## src/rtl/ras_pkg.sv

```systemverilog
package ras_pkg;
  // circular index step forward, wrapping at depth
  function automatic int unsigned ras_step_up(input int unsigned idx, input int unsigned depth);
    return (idx + 1 >= depth) ? 0 : idx + 1;
  endfunction

  // circular index step backward, wrapping at depth
  function automatic int unsigned ras_step_down(input int unsigned idx, input int unsigned depth);
    return (idx == 0) ? depth - 1 : idx - 1;
  endfunction

  // occupancy after an optional pop then an optional push, saturating at depth
  function automatic int unsigned ras_next_fill(input int unsigned fill, input bit pop,
                                                input bit push, input int unsigned depth);
    int unsigned after_pop;
    after_pop = (pop && fill != 0) ? fill - 1 : fill;
    if (!push) return after_pop;
    return (after_pop >= depth) ? depth : after_pop + 1;
  endfunction
endpackage

```

## src/rtl/ras_ptr_ctrl.sv

```systemverilog
module ras_ptr_ctrl
  import ras_pkg::*;
#(
  parameter int DEPTH = 8,
  localparam int PW = (DEPTH > 1) ? $clog2(DEPTH) : 1,
  localparam int CW = $clog2(DEPTH + 1)
) (
  input  logic          clk,
  input  logic          rst_n,
  input  logic          call_req,
  input  logic          ret_req,
  input  logic          flush_req,
  output logic          wr_en,
  output logic [PW-1:0] wr_slot,
  output logic [PW-1:0] top_slot,
  output logic [CW-1:0] fill,
  output logic          is_full,
  output logic          is_empty
);
  localparam logic [CW-1:0] FULL_FILL = CW'(DEPTH);

  logic [PW-1:0] head_q;     // next free slot
  logic [CW-1:0] fill_q;
  logic          pop_ev;     // named events for the assertions
  logic          push_ev;
  logic [PW-1:0] head_after_pop;
  logic [PW-1:0] head_d;
  logic [CW-1:0] fill_d;

  assign is_empty = (fill_q == '0);
  assign is_full  = (fill_q == FULL_FILL);
  assign fill     = fill_q;

  assign pop_ev  = ret_req && !is_empty && !flush_req;
  assign push_ev = call_req && !flush_req;

  always_comb begin
    head_after_pop = pop_ev ? PW'(ras_step_down(int'(head_q), DEPTH)) : head_q;
    head_d = push_ev ? PW'(ras_step_up(int'(head_after_pop), DEPTH)) : head_after_pop;
    fill_d = CW'(ras_next_fill(int'(fill_q), pop_ev, push_ev, DEPTH));
  end

  assign wr_en    = push_ev;
  assign wr_slot  = head_after_pop;
  assign top_slot = PW'(ras_step_down(int'(head_q), DEPTH));

  always_ff @(posedge clk) begin
    if (!rst_n || flush_req) begin
      head_q <= '0;
      fill_q <= '0;
    end else begin
      head_q <= head_d;
      fill_q <= fill_d;
    end
  end

  p_fill_bound_r3: assert property (@(posedge clk) disable iff (!rst_n)
    fill_q <= FULL_FILL);
  p_push_grows_r1: assert property (@(posedge clk) disable iff (!rst_n)
    (call_req && !ret_req && !flush_req && !is_full) |=> fill_q == $past(fill_q) + 1'b1);
  p_no_overflow_r3: assert property (@(posedge clk) disable iff (!rst_n)
    (call_req && !ret_req && !flush_req && is_full) |=> is_full);
  p_pop_shrinks_r2: assert property (@(posedge clk) disable iff (!rst_n)
    (ret_req && !call_req && !flush_req && !is_empty) |=> fill_q == $past(fill_q) - 1'b1);
  p_empty_pop_hold_r4: assert property (@(posedge clk) disable iff (!rst_n)
    (ret_req && !call_req && !flush_req && is_empty) |=> is_empty);
  p_swap_keeps_fill_r5: assert property (@(posedge clk) disable iff (!rst_n)
    (ret_req && call_req && !flush_req && !is_empty) |=> $stable(fill_q));
  p_swap_on_empty_r6: assert property (@(posedge clk) disable iff (!rst_n)
    (ret_req && call_req && !flush_req && is_empty) |=> fill_q == CW'(1));
  p_flush_clears_r7: assert property (@(posedge clk) disable iff (!rst_n)
    flush_req |=> is_empty);
  p_status_excl_r8: assert property (@(posedge clk) disable iff (!rst_n)
    !(is_full && is_empty));
endmodule

```

## src/rtl/ras_store.sv

```systemverilog
module ras_store #(
  parameter int DEPTH = 8,
  parameter int AW = 32,
  localparam int PW = (DEPTH > 1) ? $clog2(DEPTH) : 1
) (
  input  logic          clk,
  input  logic          rst_n,
  input  logic          wr_en,
  input  logic [PW-1:0] wr_slot,
  input  logic [AW-1:0] wr_data,
  input  logic [PW-1:0] rd_slot,
  output logic [AW-1:0] rd_data
);
  logic [AW-1:0] slot_q [DEPTH];

  for (genvar g = 0; g < DEPTH; g++) begin : g_slot
    always_ff @(posedge clk) begin
      if (!rst_n) slot_q[g] <= '0;
      else if (wr_en && wr_slot == PW'(g)) slot_q[g] <= wr_data;
    end
  end

  assign rd_data = slot_q[rd_slot];
endmodule

```

## src/rtl/ras_predictor.sv

```systemverilog
module ras_predictor #(
  parameter int DEPTH = 8,
  parameter int AW = 32,
  localparam int PW = (DEPTH > 1) ? $clog2(DEPTH) : 1,
  localparam int CW = $clog2(DEPTH + 1)
) (
  input  logic          clk,
  input  logic          rst_n,
  input  logic          call_i,
  input  logic [AW-1:0] call_addr_i,
  input  logic          ret_i,
  input  logic          flush_i,
  output logic [AW-1:0] pred_target_o,
  output logic          pred_valid_o,
  output logic [CW-1:0] occupancy_o,
  output logic          full_o,
  output logic          empty_o
);
  logic          wr_en;
  logic [PW-1:0] wr_slot;
  logic [PW-1:0] top_slot;
  logic [AW-1:0] top_entry;   // brought out for the assertions

  ras_ptr_ctrl #(.DEPTH(DEPTH)) u_ctrl (
    .clk      (clk),
    .rst_n    (rst_n),
    .call_req (call_i),
    .ret_req  (ret_i),
    .flush_req(flush_i),
    .wr_en    (wr_en),
    .wr_slot  (wr_slot),
    .top_slot (top_slot),
    .fill     (occupancy_o),
    .is_full  (full_o),
    .is_empty (empty_o)
  );

  ras_store #(.DEPTH(DEPTH), .AW(AW)) u_store (
    .clk    (clk),
    .rst_n  (rst_n),
    .wr_en  (wr_en),
    .wr_slot(wr_slot),
    .wr_data(call_addr_i),
    .rd_slot(top_slot),
    .rd_data(top_entry)
  );

  assign pred_target_o = top_entry;
  assign pred_valid_o  = ret_i && !empty_o;

  p_call_on_top_r1: assert property (@(posedge clk) disable iff (!rst_n)
    (call_i && !flush_i) |=> top_entry == $past(call_addr_i));
  p_empty_no_pred_r4: assert property (@(posedge clk) disable iff (!rst_n)
    (ret_i && empty_o) |-> !pred_valid_o);
  p_pred_when_held_r2: assert property (@(posedge clk) disable iff (!rst_n)
    (ret_i && !empty_o) |-> pred_valid_o);
endmodule

```

## config.mk

```make
export PLATFORM = sky130hd
export DESIGN_NAME = ras_predictor
export DESIGN_NICKNAME = d
export VERILOG_FILES = /design/src/rtl/ras_pkg.sv /design/src/rtl/ras_ptr_ctrl.sv /design/src/rtl/ras_store.sv /design/src/rtl/ras_predictor.sv
export SDC_FILE = /design/constraint.sdc
export NUM_CORES = 1
export LEC_CHECK = 0
export CORE_ASPECT_RATIO = 0.75
export CORE_MARGIN = 5
export CORE_UTILIZATION = 45
export CTS_CLUSTER_SIZE = 24
export DETAILED_ROUTE_END_ITERATION = 10
export GPL_TIMING_DRIVEN = 0
export PLACE_DENSITY_LB_ADDON = 0.08
export SETUP_SLACK_MARGIN = 0.4
export SYNTH_ARGS = -nofsm -noshare
export SYNTH_HDL_FRONTEND = slang
export SYNTH_SLANG_ARGS = --single-unit
```

## constraint.sdc

```tcl
create_clock -name clk -period 2.8 [get_ports clk]
set_input_delay 0.28 -clock clk [delete_from_list [all_inputs] [get_ports clk]]
set_output_delay 0.28 -clock clk [all_outputs]
set_load 0.01 [all_outputs]
```

# Word level (Yosys, flattened, before mapping)
# Memories as Yosys holds them, arrays and structs flattened.
# Index checks and enable logic that the tools add are counted.
# totals
register_bits	7
latch_bits	0
mem_bits_rw	256
rom_bits	0
input_bits	37
out_inout_bits	39
word_cells	85
n_memories	1
# mem_list
memory	words	width	rd	rd_ports_with_merged_regs	write_ports	line	rtl
u_store.slot_q	8	32	1	0	8	ras_store.sv:14	logic [AW-1:0] slot_q [DEPTH];
# op_classes
add_sub_neg	4
n_mul	0
div	0
order_cmp	2
eq_ne	8
shift	0
n_mux	40
bitwise	8
reduce_logical	20
# ops
operator	n
$mux W32	9
$ge A32 B4 Y1 const B	1
$mux W1	25
$eq A3 B3 Y1 const B	4
$logic_and A1 B1 Y1	12
$mux W3	4
$mux W4	2
$or A1 B1 Y1	8
$eq A3 B2 Y1 const B	2
$logic_not A3 Y1	2
$sub A4 B1 Y5 const B	1
$add A3 B1 Y4 const B	1
$add A4 B1 Y4 const B	1
$eq A4 B4 Y1 const B	1
$ge A4 B4 Y1 const B	1
$logic_not A4 Y1	1
$reduce_bool A4 Y1	1
$eq A3 B1 Y1 const B	1
$logic_not A1 Y1	3
$sub A3 B1 Y3 const B	1
$logic_or A1 B1 Y1	1

# Logic depth before layout (Yosys ltp)
# Gate-level depths: netlist of the first run.
# logic_depth
depth_word	11
mapped_depth	13

# Modules after synthesis
# A second synthesis of the first run with hierarchy kept.
# unflattened
hier_cells	797
hier_area_um2	12077.8
# modules_own_cells
mod	instances	cells_per_inst	area_each_um2
ras_store	1	731	11462.2
ras_ptr_ctrl	1	65	601.8
ras_predictor	1	1	13.8

# Least setup slack after synthesis of the first run
# Ideal clock, no wire load.
# synth_timing
kind	reg2reg
start	reg u_ctrl.fill_q[0] (netlist: u_ctrl.fill[0])
end	mem u_store.slot_q[3][0] (enable)
arrival_ns	2.568
required_time_ns	2.322
path_slack_ns	-0.245
stages_incl_launch_ff	11
n_path_buf	0
path_cell_list	dfxtp_1 inv_1 ha_1 nor3b_4 nor2_4 mux2i_1 inv_1 ha_1 ha_1 nand2_1 nand2_1
# synth_rtl
item	line	rtl
from (decl)	ras_ptr_ctrl.sv:23	logic [CW-1:0] fill_q;
from (signal assigned)	ras_ptr_ctrl.sv:53	fill_q <= fill_d;
to (decl)	ras_store.sv:14	

# Worst setup path in the final report of the first run
# layout_timing
start	reg u_ctrl.head_q[0]
end	out pred_target_o[29]
# layout_via
elab_chain_len	3
# layout_rtl
item	line	rtl
from (decl)	ras_ptr_ctrl.sv:22	logic [PW-1:0] head_q;
from (signal assigned)	ras_ptr_ctrl.sv:49	head_q <= '0;
from (signal assigned)	ras_ptr_ctrl.sv:52	head_q <= head_d;
$sub A3 B1 Y3 or $logic_not A3 Y1 (tied branches)	ras_pkg.sv:9	return (idx == 0) ? depth - 1 : idx - 1;
$mux W3 (*)	ras_pkg.sv:9	
$mem_v2 Z8 W32 (*)	-	
to (decl)	ras_predictor.sv:13	output logic [AW-1:0] pred_target_o,
# Every way passes the cells marked *; elsewhere a longest branch is shown, timed or not.

==> flow_summary.toml, run 1 <==
[outcome]
outcome = "finished, violations left"
violations = "negative setup slack"

[floorplan]
ios = 76
fp.dieH_um = 152
row_count = 52
die_w_um = 200
core-area_um2 = 26800
die_area_um2 = 30400
start_util = 0.453

[setup_path]
ff2ff_path_depth = 12
critical_path_class = "flip-flop to output pin"
cp.arrival_ns = 2.81
cp-start-kind = "flip-flop"
crit_family = "multiplexers"
timing.rr.start = "u_ctrl.fill[1]"
cpMaxStageDelayCell = "mux4_2"
slowest_delay_ns = 0.48
crit_required_ns = 2.52
path_buf_inv = 7
cp_cell_sequence = "inv_4 -> buf_8 -> ha_4 -> nand2b_4 -> and2_4 -> buf_8 -> buf_12 -> buf_12 -> buf_12 -> mux4_2 -> mux2_4 -> buf_6"
r2r_setup_slack_ns = 0.10
crit_fanout = 7
critPathMostFrequentCell = "buf_12"
critPathCaptureType = "output pin"
crit_start = "u_ctrl.head_q[0]"
r2r_end = "u_store.slot_q[3][1]"

[route]
wl_mm = 38.9
dr.first_iter.drc_count = 965
wl_per_cell_um = 27.6
vias = 8375
avgViaCountPerCell = 5.94
drc = 0
drtAntennaViolNets = 0
firstDrtPassIters = 5

[power_and_ir_drop]
vdd_drop_max_v = 0.000478
power_density_nw_per_um2 = 532
leakage_nw = 6.47

[sta]
fin_crit_ns = 3.09
fin_hold_ws_ns = 0.0802
max_slew_margin = 0.0948
fmaxAchievable_ghz = 0.324
fin_crit_sh = 1.10
rsz0062_at_grt = "yes"
hold_viol = 0
setup_viol = 32
report.final.slew_viol_count = 0
fin_skew_ns = 0.00963
worst_pin_slew_ns = 1.36
fin_ws_ns = -0.287
tns_ns = -6.98

[cts]
clk_path_buf_depth = 3
cts_sinks = 263
clockRootBuffer = "clkbuf_16"
cts_htree_levels = 1
cts_hold_buf = 0
clkTransAtPathRegs_ns = 0.06
clock_latency_ns = 0.53
cts_buffers = 27
cts_tree = "done"

[hold_path]
min_from = "call_i"
hold_end = "u_ctrl.fill[2]"
min_path_type = "input pin to flip-flop"
hold_depth = 2

[run]
maxCapViolCount = 0

[global_route]
grt_pass1_wl_mm = 50.3
antenna_found_initial = 0
grt_overflow_total = 0
grt_pass1_vias = 8093
grtUsageTotal = 0.219
grt_max_degree = 33

[synth]
yosysUniqueCellTypes = 42
ys_warn_count = 0
synthesis.area_um2 = 12100
syn_avg_cell_area_um2 = 14.6
synth_top_area_frac = 0.634
yosys_register_bits = 263
synth_edf_count = 256
synthCells = 830
synth_nets = 877
synthArstFlopShare = 0
yosysSeqAreaShare = 0.645
yosysTopAreaCell = "edfxtp_1"
ys.flop_type = "edfxtp_1"
synth_area_leaders = "edfxtp_1 63%, and2_1 13%, mux4_2 5.9%"

[cells_and_area]
drive_above_1_share = 0.461
final_util = 0.634
fill_cells = 1938
area_growth_pct = 40.1
antenna_cells = 0
final_cell_mix = "256 x edfxtp_1, 134 x and2_1, 123 x and2_4"
regArea_um2 = 7840
layout.nets = 1087
multiInputGateArea_um2 = 5160
final_common_cell = "edfxtp_1"

[placement]
dp_hpwl_mm = 19.0
place_ws_ns = -1.13
port_buffers = 74
gp_congestion = 0.784
-- kinds of logic after synthesis --
logic type,synth area share
AO/OA/AOI/OAI,0.0591
AND/OR/NAND/NOR,0.157
flip-flops,0.645
XOR/XNOR,0.00217
multiplexers,0.0946
buffers and inverters,0.0320
adder cells (fa/ha/maj),0.0103
-- metal layers --
layer	up-vias	part of all wire	track usage	wire length [um]
li1	3561	-	-	-
met1	4344	0.43	0.322	16600
met2	397	0.47	0.346	18200
met3	73	0.078	0.0396	3050
met4	0	0.030	0.0427	1150
met5	-	0	0	0
-- per-stage QoR --
stage          std cells  total power, mW  instance area (um^2)
2_1_floorplan        830             4.96                 12300
3_3_place_gp        1255             5.29                 13500
3_5_place_dp        1255             5.32                 13500
4_1_cts             1341             8.85                 15200
5_1_grt             1409             9.29                 17000
6_report            1409             9.03                 17000
-- state kept, by name, summed over array words and instances, names as in the netlist --
signal,cells
u_store.slot_q,256
u_ctrl.fill,4
u_ctrl.head_q,3
-- how the worst max path moves through the flow --
stage | endpoint | slack, ns | depth (start not counted)
2_1_floorplan | u_store.slot_q[7][11] | 0.37 | 11
3_3_place_gp | pred_target_o[6] | -1.05 | 11
3_5_place_dp | pred_target_o[6] | -1.13 | 11
4_1_cts | pred_target_o[22] | -0.31 | 12
5_1_grt | pred_target_o[27] | -0.33 | 12
6_report | pred_target_o[29] | -0.29 | 12
-- Yosys cell counts, types with 2 or more instances --
| cell | count |
|---|---|
| dfxtp_1 | 7 |
| xnor2_1 | 2 |
| o221ai_1 | 32 |
| nor2b_1 | 3 |
| ha_1 | 10 |
| and3_1 | 5 |
| mux4_2 | 32 |
| and2_1 | 257 |
| buf_2 | 11 |
| o22ai_1 | 32 |
| clkbuf_1 | 25 |
| clkbuf_2 | 9 |
| mux2_2 | 33 |
| nand2_1 | 15 |
| and3_4 | 3 |
| a21oi_1 | 3 |
| inv_1 | 10 |
| o21ai_0 | 33 |
| nand2b_1 | 3 |
| buf_6 | 13 |
| nor2_1 | 5 |
| nand3_1 | 9 |
| edfxtp_1 | 256 |
| mux2i_1 | 4 |
-- cell type report --
class	instances	area share
Inverter	11	0.00361
Buffer	59	0.0429
Clock buffer	31	0.0406
Clock inverter	16	0.00729
Sequential cell	263	0.461
Multi-Input combinational cell	518	0.304
Timing Repair Buffer	160	0.114
Tap cell	351	0.0258
-- worst reg2reg max path: cells and delay by family (launching register included) --
| family | cells | cell delay, ns |
|---|---|---|
| fa+ha+maj | 2 | 0.33 |
| mux | 1 | 0.33 |
| simple gates | 4 | 0.90 |
| buf+inv | 5 | 0.63 |
| flops | 1 | 0.39 |
-- what timing repair did --
action	in CTS	in global routing
resized for setup	319	292
buffers inserted	30	35
pin swaps	4	12
gates cloned	9	33
endpoints found under the setup margin	546	544
-- where the power goes --
| part | switching (mW) | internal, mW |
|---|---|---|
| logic | 0.593 | 0.511 |
| registers | 0.0507 | 4.47 |
| clock network | 1.47 | 1.94 |
| total | 2.12 | 6.92 |
Note: power is estimated with default switching activity, not from simulation.
==> inputs of run 2 (changes only) <==
--- a/config.mk
+++ b/config.mk
@@ -11,7 +11,7 @@
 export CTS_CLUSTER_SIZE = 24
 export DETAILED_ROUTE_END_ITERATION = 10
 export GPL_TIMING_DRIVEN = 0
-export PLACE_DENSITY_LB_ADDON = 0.08
+export PLACE_DENSITY = 0.66
 export SETUP_SLACK_MARGIN = 0.4
 export SYNTH_ARGS = -nofsm -noshare
 export SYNTH_HDL_FRONTEND = slang
==> run 2 against run 1 <==
The run still ends with negative setup slack left; combinational power shrank 14%; via count shrank 8.8%; register-to-register slack is essentially flat; critical path type unchanged; critical endpoint is now pred_target_o[5]; largest power group unchanged; highest routed layer unchanged.
==> flow_summary.toml, run 2 (same netlist as run 1, synthesis figures left out) <==
[outcome]
outcome = "finished, violations left"
violations = "negative setup slack"

[route]
dr.first_iter.drc_count = 667
wl_per_cell_um = 23.3
firstDrtPassIters = 5
drc = 0
avgViaCountPerCell = 5.60
wl_mm = 31.8
vias = 7635
drtAntennaViolNets = 0

[sta]
setup_viol = 32
worst_pin_slew_ns = 0.695
fmaxAchievable_ghz = 0.332
rsz0062_at_grt = "yes"
fin_skew_ns = 0.0206
fin_hold_ws_ns = 0.0731
fin_ws_ns = -0.209
hold_viol = 0
report.final.slew_viol_count = 0
fin_crit_ns = 3.01
fin_crit_sh = 1.07
max_slew_margin = 0.536

[global_route]
grt_overflow_total = 0
grt_pass1_wl_mm = 48.1
grtUsageTotal = 0.209
grt_pass1_vias = 7720
antenna_found_initial = 0
grt_max_degree = 33

[setup_path]
crit_fanout = 8
cp-start-kind = "flip-flop"
crit_start = "u_ctrl.head_q[0]"
critical_path_class = "flip-flop to output pin"
r2r_end = "u_store.slot_q[4][13]"
cp_cell_sequence = "inv_2 -> buf_8 -> ha_4 -> nor3_2 -> a21oi_2 -> buf_6 -> clkbuf_16 -> buf_12 -> mux4_2 -> mux2_4 -> buf_6"
cpMaxStageDelayCell = "dfxtp_2"
crit_required_ns = 2.52
timing.rr.start = "u_ctrl.head_q[0]"
r2r_setup_slack_ns = 0.11
ff2ff_path_depth = 11
cp.arrival_ns = 2.73
critPathMostFrequentCell = "buf_6"
critPathCaptureType = "output pin"
slowest_delay_ns = 0.33
endpoint = "pred_target_o[5]"

[cells_and_area]
antenna_cells = 0
layout.nets = 1040
final_cell_mix = "256 x and2_1, 256 x edfxtp_1, 67 x buf_6"
drive_above_1_share = 0.301
area_growth_pct = 29.4
fin_cells = 1363
largest_reg_flops = 256
largest_register = "u_store.slot_q"

[placement]
port_buffers = 74
place_ws_ns = -0.923
gp_congestion = 0.752
dp_hpwl_mm = 17.4
dp_cells = 1255

[power_and_ir_drop]
power_density_nw_per_um2 = 575
clkPwrFrac = 0.395
power_frac_seq = 0.500
swShare = 0.228
total_power_mw = 9.03
leakage_nw = 5.94
p_int_mw = 6.97
vdd_drop_max_v = 0.000512
power.switching_mw = 2.06
comb_power_share = 0.105

[hold_path]
min_path_type = "input pin to flip-flop"

[floorplan]
die_w_um = 200
start_util = 0.453
row_count = 52
fp.dieH_um = 152
core-area_um2 = 26800
die_area_um2 = 30400
ios = 76

[cts]
cts_sinks = 263
clk_path_buf_depth = 3
cts_buffers = 27
clock_latency_ns = 0.55
clockRootBuffer = "clkbuf_16"
cts_tree = "done"
cts_htree_levels = 1
clkTransAtPathRegs_ns = 0.06

[run]
maxCapViolCount = 0
-- run 2: changes by cell type in the layout (fill, tap and decap cells not counted), sizes merged --
cell and change:
nand2 -11, buf -41, inv +2, bufinv +1, clkinv -4, clkinvlp +1, clkbuf +6
-- run 2: worst min-delay path by stage --
stage | startpoint | endpoint | slack (ns) | cells after the start
floorplan | call_addr_i[0] | u_store.slot_q[0][0] | 0.48 | 1
finish | call_i | u_ctrl.fill[2] | 0.07 | 2
CTS | call_i | u_ctrl.fill[2] | 0.06 | 2
global route | call_i | u_ctrl.fill[2] | 0.10 | 2
detailed placement | call_i | u_ctrl.fill[2] | 0.63 | 2
global placement | call_i | u_ctrl.fill[2] | 0.61 | 2
-- run 2: layer usage --
metal	track usage	wire length (um)	up-vias
met2	0.325	14800	270
met1	0.315	14100	3879
met4	0.0333	538	0
met3	0.0409	2330	41
met5	0	0	-
li1	-	-	3445
-- run 2: layout make-up --
type                       instances  area (um^2)
buffer                            59          583
clock buffer                      32          694
clock inverter                    16          170
fill                            2084        11100
inverter                          11         46.3
multi-input combinational        507         4500
sequential                       263         7840
tap                              351          439
timing repair buffer             124         1430
-- run 2: per-stage QoR --
step,utilization,area (um^2),TNS (ns)
floorplan,-,12300,0
global placement,0.502,13500,-125.83
detailed placement,0.502,13500,-135.81
CTS,0.582,15600,-5.97
global route,0.586,15700,-9.68
finish,0.586,15700,-5.32
-- run 2: worst max-delay path, delay by kind of cell (launching register included) --
kind,cells,cell delay (ns)
buffers and inverters,6,0.82
adders and majority gates,1,0.15
and+or+nand+nor,1,0.05
muxes,2,0.56
AOI/OAI and AO/OA,1,0.28
DFF,1,0.33
-- run 2: timing repair --
action | 4_1_cts | 5_1_grt
hold endpoints to repair | 0 | 0
buffers inserted | 43 | 5
resized for setup | 328 | 13
gates cloned | 11 | 0
pin swaps | 4 | 0
hold buffers | 0 | 0
endpoints found under the setup margin | 546 | 545
-- run 2: power groups by stage --
stage          Combinational (mW)  Clock (mW)  Sequential [mW]
2_1_floorplan               0.374           0             4.58
3_3_place_gp                0.702           0             4.60
3_5_place_dp                0.707           0             4.60
4_1_cts                     0.936        3.59             4.51
5_1_grt                      1.01        3.78             4.53
6_report                    0.948        3.56             4.51
==> inputs of run 3 (changes only) <==
--- a/config.mk
+++ b/config.mk
@@ -13,6 +13,7 @@
 export GPL_TIMING_DRIVEN = 0
 export PLACE_DENSITY = 0.66
 export SETUP_SLACK_MARGIN = 0.4
+export SLEW_MARGIN = 5
 export SYNTH_ARGS = -nofsm -noshare
 export SYNTH_HDL_FRONTEND = slang
 export SYNTH_SLANG_ARGS = --single-unit
==> results of run 3 <==
Final layout, timing and power as in run 2 (identical DEF).
